### config.mk
export PLATFORM = sky130hd
export DESIGN_NAME = swr_switch
export DESIGN_NICKNAME = d
export VERILOG_FILES = /design/src/rtl/swr_pkg.sv /design/src/rtl/swr_route_decode.sv /design/src/rtl/swr_msg_state.sv /design/src/rtl/swr_out_demux.sv /design/src/rtl/swr_switch.sv
export SDC_FILE = /design/constraint.sdc
export NUM_CORES = 1
export LEC_CHECK = 0
export BUFFER_PORTS_ARGS = -buffer_cell sky130_fd_sc_hd__buf_4
export CAP_MARGIN = 40
export CORE_MARGIN = 1
export CORE_UTILIZATION = 39
export CTS_BUF_LIST = sky130_fd_sc_hd__clkbuf_4 sky130_fd_sc_hd__clkbuf_8
export CTS_CLUSTER_SIZE = 28
export DETAILED_ROUTE_END_ITERATION = 16
export GPL_TIMING_DRIVEN = 0
export PLACE_DENSITY = 0.91
export SYNTH_ARGS = -nofsm -noshare
export SYNTH_HDL_FRONTEND = slang
export SYNTH_SLANG_ARGS = --single-unit
### constraint.sdc
create_clock -name clk -period 2.8 [get_ports clk]
set_input_delay 0.28 -clock clk [delete_from_list [all_inputs] [get_ports clk]]
set_output_delay 0.28 -clock clk [all_outputs]
set_load 0.02 [all_outputs]
### src/rtl/swr_pkg.sv
`timescale 1ns/1ps
package swr_pkg;
  // Message tracking state of one switch stage.
  typedef enum logic [1:0] {
    ST_HEAD = 2'd0,  // next accepted flit is a header
    ST_FWD  = 2'd1,  // body flits go to the locked output
    ST_DROP = 2'd2   // body flits are consumed and discarded
  } swr_state_e;
endpackage

### src/rtl/swr_route_decode.sv
`timescale 1ns/1ps
module swr_route_decode #(
  parameter int DATA_W = 32,
  parameter int PORT_W = 2,
  parameter int N_OUT  = 3
) (
  input  logic [DATA_W-1:0] flit,
  output logic [PORT_W-1:0] port,
  output logic              port_ok,
  output logic [DATA_W-1:0] stripped
);
  localparam int LOW_W = DATA_W - PORT_W;

  // Leading route field sits at the top of the first flit.
  function automatic logic [PORT_W-1:0] lead_field(input logic [DATA_W-1:0] f);
    return f[DATA_W-1 -: PORT_W];
  endfunction

  // Remove the leading field: move the rest up, zero-fill the bottom.
  function automatic logic [DATA_W-1:0] drop_lead(input logic [DATA_W-1:0] f);
    return {f[LOW_W-1:0], {PORT_W{1'b0}}};
  endfunction

  function automatic logic in_range(input logic [PORT_W-1:0] p);
    return 32'(p) < N_OUT;
  endfunction

  always_comb begin
    port     = lead_field(flit);
    port_ok  = in_range(port);
    stripped = drop_lead(flit);
  end
endmodule

### src/rtl/swr_msg_state.sv
`timescale 1ns/1ps
module swr_msg_state #(
  parameter int PORT_W = 2
) (
  input  logic              clk,
  input  logic              rst_n,
  input  logic              fire,      // flit accepted this cycle
  input  logic              last,      // accepted flit ends the message
  input  logic [PORT_W-1:0] hdr_port,  // decoded route field
  input  logic              hdr_ok,    // route field names a real output
  output swr_pkg::swr_state_e state_q,
  output logic [PORT_W-1:0] port_q,
  output logic              err_q
);
  import swr_pkg::*;

  logic hdr_fire;
  assign hdr_fire = fire && (state_q == ST_HEAD);

  always_ff @(posedge clk) begin
    if (!rst_n) begin
      state_q <= ST_HEAD;
      port_q  <= '0;
      err_q   <= 1'b0;
    end else begin
      if (hdr_fire) begin
        port_q <= hdr_port;
        if (!hdr_ok) err_q <= 1'b1;
        if (!last) state_q <= hdr_ok ? ST_FWD : ST_DROP;
      end else if (fire && last) begin
        state_q <= ST_HEAD;
      end
    end
  end
endmodule

### src/rtl/swr_out_demux.sv
`timescale 1ns/1ps
module swr_out_demux #(
  parameter int N_OUT  = 3,
  parameter int PORT_W = 2
) (
  input  logic              fwd_en,   // flit is to be forwarded, not dropped
  input  logic              in_valid,
  input  logic [PORT_W-1:0] sel,
  input  logic [N_OUT-1:0]  out_ready,
  output logic [N_OUT-1:0]  out_valid,
  output logic              sel_ready
);
  logic [N_OUT-1:0] hit;

  for (genvar k = 0; k < N_OUT; k++) begin : g_lane
    assign hit[k]       = fwd_en && (32'(sel) == k);
    assign out_valid[k] = hit[k] && in_valid;
  end

  assign sel_ready = |(hit & out_ready);
endmodule

### src/rtl/swr_switch.sv
`timescale 1ns/1ps
module swr_switch #(
  parameter int DATA_W = 32,
  parameter int PORT_W = 2,
  parameter int N_OUT  = 3
) (
  input  logic              clk,
  input  logic              rst_n,
  input  logic              in_valid,
  output logic              in_ready,
  input  logic [DATA_W-1:0] in_data,
  input  logic              in_last,
  output logic [N_OUT-1:0]  out_valid,
  input  logic [N_OUT-1:0]  out_ready,
  output logic [DATA_W-1:0] out_data,
  output logic              out_last,
  output logic              err_flag
);
  import swr_pkg::*;

  // Named internal events, visible to the bound checker.
  logic [PORT_W-1:0] hdr_port;
  logic              hdr_ok;
  logic [DATA_W-1:0] hdr_stripped;
  swr_state_e        state_q;
  logic [PORT_W-1:0] port_q;
  logic              head;
  logic              dropping;
  logic [PORT_W-1:0] cur_port;
  logic              sel_ready;
  logic              fire;

  swr_route_decode #(.DATA_W(DATA_W), .PORT_W(PORT_W), .N_OUT(N_OUT)) u_dec (
    .flit     (in_data),
    .port     (hdr_port),
    .port_ok  (hdr_ok),
    .stripped (hdr_stripped)
  );

  assign head     = (state_q == ST_HEAD);
  assign dropping = head ? !hdr_ok : (state_q == ST_DROP);
  assign cur_port = head ? hdr_port : port_q;

  swr_out_demux #(.N_OUT(N_OUT), .PORT_W(PORT_W)) u_dmx (
    .fwd_en    (!dropping),
    .in_valid  (in_valid),
    .sel       (cur_port),
    .out_ready (out_ready),
    .out_valid (out_valid),
    .sel_ready (sel_ready)
  );

  assign in_ready = dropping ? 1'b1 : sel_ready;
  assign fire     = in_valid && in_ready;
  assign out_data = head ? hdr_stripped : in_data;
  assign out_last = in_last;

  swr_msg_state #(.PORT_W(PORT_W)) u_st (
    .clk      (clk),
    .rst_n    (rst_n),
    .fire     (fire),
    .last     (in_last),
    .hdr_port (hdr_port),
    .hdr_ok   (hdr_ok),
    .state_q  (state_q),
    .port_q   (port_q),
    .err_q    (err_flag)
  );
endmodule

==> metrics.md <==
| Metric | Value |
|---|---|
| Post-synthesis sequential area ratio | 13.40% |
| Setup TNS | 0 ns |
| Slew headroom | 73.13% |
| Outcome | finished clean |
| Static leakage | 0.0006681 µW |
| CP max FO | 10 |
| Setup violators final | 0 |
| Clock sink total | 5 |
| Nets | 207 |
| Crit path DAT | 1.86 ns |
| DR DRC count | 0 |
| Die Width | 45.77 µm |
| DR pass1 iterations | 4 |
| Port bufs | 75 |
| Slew of the pin with the lowest slew margin | 0.4027 ns |
| Syn Nets | 127 |
| Post-CTS sizing | 0 |
| Crit path largest cell delay | 0.35 ns |
| WL per Instance | 13.57 µm |
| Cell Pwr Density | 359.2 nW/µm² |
| Routed vias/inst | 5.307 |
| Final wirelength | 2606 µm |
| Layout area overhead | 83.59% |
| Final Cycle Share | 76.27% |
| Cell mode on critical path | buf_2 |
| Worst clock skew | 0.0005817 ns |
| M1 GR Usage | 24.23% |
| Max stage delay cell, worst path | mux2_1 |
| Latest clock arrival within the worst-skew pair | 0.24 ns |
| Max-cap check violation count | 0 |
| TritonCTS clock tree | built |
| Io pins | 77 |
| Gr usage total | 23.78% |
| CP Capture Type | primary output |
| RSZ-0062 raised after global routing | false |
| Core box area | 1764 µm² |
| Clk slew on worst S/H paths | 0.04 ns |
| Total number of vias | 1019 |
| Post-Place Cells | 188 |
| Worst Path Required | 2.52 ns |
| # diodes | 0 |
| Crit path launch type | flip-flop |
| Kind of critical path | reg2out |
| First-pass GRT wire length | 3746 µm |
| Vias in the first global route | 916 |
| Slew Viols, Final | 0 |
| Non-Filler Instances | 192 |
| Min Tclk post-route | 2.135 ns |
| Share of cells above drive strength 1 | 52.10% |
| Critical path, cell by cell | buf_2 > nor2_2 > buf_2 > mux2_1 > buf_4 |
| Starting Density | 42.34% |
| Fmax | 0.4683 GHz |
| Met3 Use GR | 3.175% |
| GR peak layer | met2 |
| Die area | 2094 µm² |
| Met2 usage | 48.29% |
| Unique masters post-synth | 29 |
| GP Congestion | 0.8532 |
| Mean Syn Cell Area | 8.488 µm² |
| Grt ovf | 0 |
| Initial antenna violation count | 0 |
| Root buf cell | clkbuf_4 |
| Maximum clock path buffer count | 2 |
| Post-synthesis cell area | 747.0 µm² |
| Hold violation count in the final report | 0 |
| # rows | 15 |
| Initial detailed-routing violation count | 13 |
| Hold_buf cts | 0 |
| Layout filler cell count | 135 |
| CTS Buf Count | 3 |
| Largest net degree at the start of global routing | 11 |
| Yosys warning total | 0 |
| Hold Path Class | in2reg |
| Mapped Cells | 88 |
| Htree depth | 1 |
| Peak VDD IR | 221.8 µV |
| DIE HEIGHT | 45.77 µm |
| Yosys reg bits | 5 |
| HPWL Detailed | 2213 µm |
| Setup repair bufs after CTS | 0 |
| Post-route ant nets | 0 |
-- critical path, delay by kind of cell, from the launching register on --
kind	cells	cell delay, ns
and+or+nand+nor	1	0.33
buffers and inverters	3	0.63
muxes	1	0.35
DFF	1	0.29
-- where the power goes --
| part | switching, µW | total [µW] | internal [µW] |
|---|---|---|---|
| Sequential | 4.61 | 80.6 | 76.0 |
| Combinational | 162 | 318 | 156 |
| Clock | 30.5 | 94.1 | 63.6 |
-- synthesized netlist by cell type (all sizes together) --
cell type	instances	area, µm²
nor3b	1	7.510
clkbuf	1	3.750
or3b	1	11.26
inv	3	11.26
nor3	4	20.02
nor4	1	6.260
and2	1	6.260
o211ai	1	7.510
a21oi	3	15.01
or4b	1	10.01
mux2	30	337.8
nor2b	3	18.77
o21ai	5	25.02
nand2	3	11.26
o31ai	1	7.510
nand3	2	10.01
o211a	1	10.01
a31oi	2	12.51
mux2i	1	10.01
a32oi	1	8.760
a41oi	1	8.760
nand3b	2	15.01
buf	6	32.53
nor2	6	25.03
dfxtp	5	100.1
o21a	2	15.01
-- state kept, by name, indices dropped and copies added (netlist names) --
signal and cells:
u_st.port_q 2, u_st.err_q 1, u_st.state_q 2
-- logic make-up after synthesis --
logic type	count (synthesis)	synth area share (%)
simple gates	25	18.93
compound gates	17	14.74
buf+inv	10	6.364
flops	5	13.40
mux	31	46.57
-- per-stage QoR --
stage / power (µW) / utilization, % / hold slack (ns) / worst slack [ns] / cell area [µm²]
3_5_place_dp: 400.0 / 76.03 / 0.4687 / 0.9109 / 1341
6_report: 492.5 / 77.73 / 0.2686 / 0.6645 / 1371
5_1_grt: 520.4 / 77.73 / 0.2810 / 0.5591 / 1371
3_3_place_gp: 392.8 / 76.03 / 0.4556 / 0.9275 / 1341
4_1_cts: 497.6 / 77.73 / 0.2673 / 0.6407 / 1371
2_1_floorplan: 254.6 / - / 0.3974 / 1.118 / 747.0
-- layout by cell type, fill, tap and decap left out, types with 3 or more instances in the layout --
cell / count
buf_4: 76
nor2b_1: 3
nand2_1: 3
a21oi_1: 3
clkbuf_4: 4
dfxtp_1: 5
o21ai_0: 4
nor2_1: 5
inv_1: 3
buf_2: 5
mux2_1: 30
nor3_1: 4
-- path summary, 6_finish.rpt --
check / from / slack, ns / end / cells after the start
max: u_st.state_q[1] / 0.66 / out_data[22] / 5
max reg2reg: u_st.state_q[1] / 1.27 / u_st.port_q[1] / 4
min: in_last / 0.27 / u_st.state_q[1] / 2
min reg2reg: u_st.err_q / 0.48 / u_st.err_q / 1
-- cell type report --
class	instances	area [µm²]	area share [%]
Inverter	3	11.26	0.8212
Tap cell	25	31.28	2.281
Timing Repair Buffer	75	563.0	41.06
Multi-Input combinational cell	73	599.3	43.70
Clock buffer	4	30.03	2.190
Sequential cell	5	100.1	7.299
Buffer	7	36.28	2.646
-- routing by layer --
layer,wire length (µm),vias up
met5,0,-
met2,1387,50
met1,934,477
met4,36,0
met3,248,6
li1,-,486
Power figures use the tool's default switching activity.
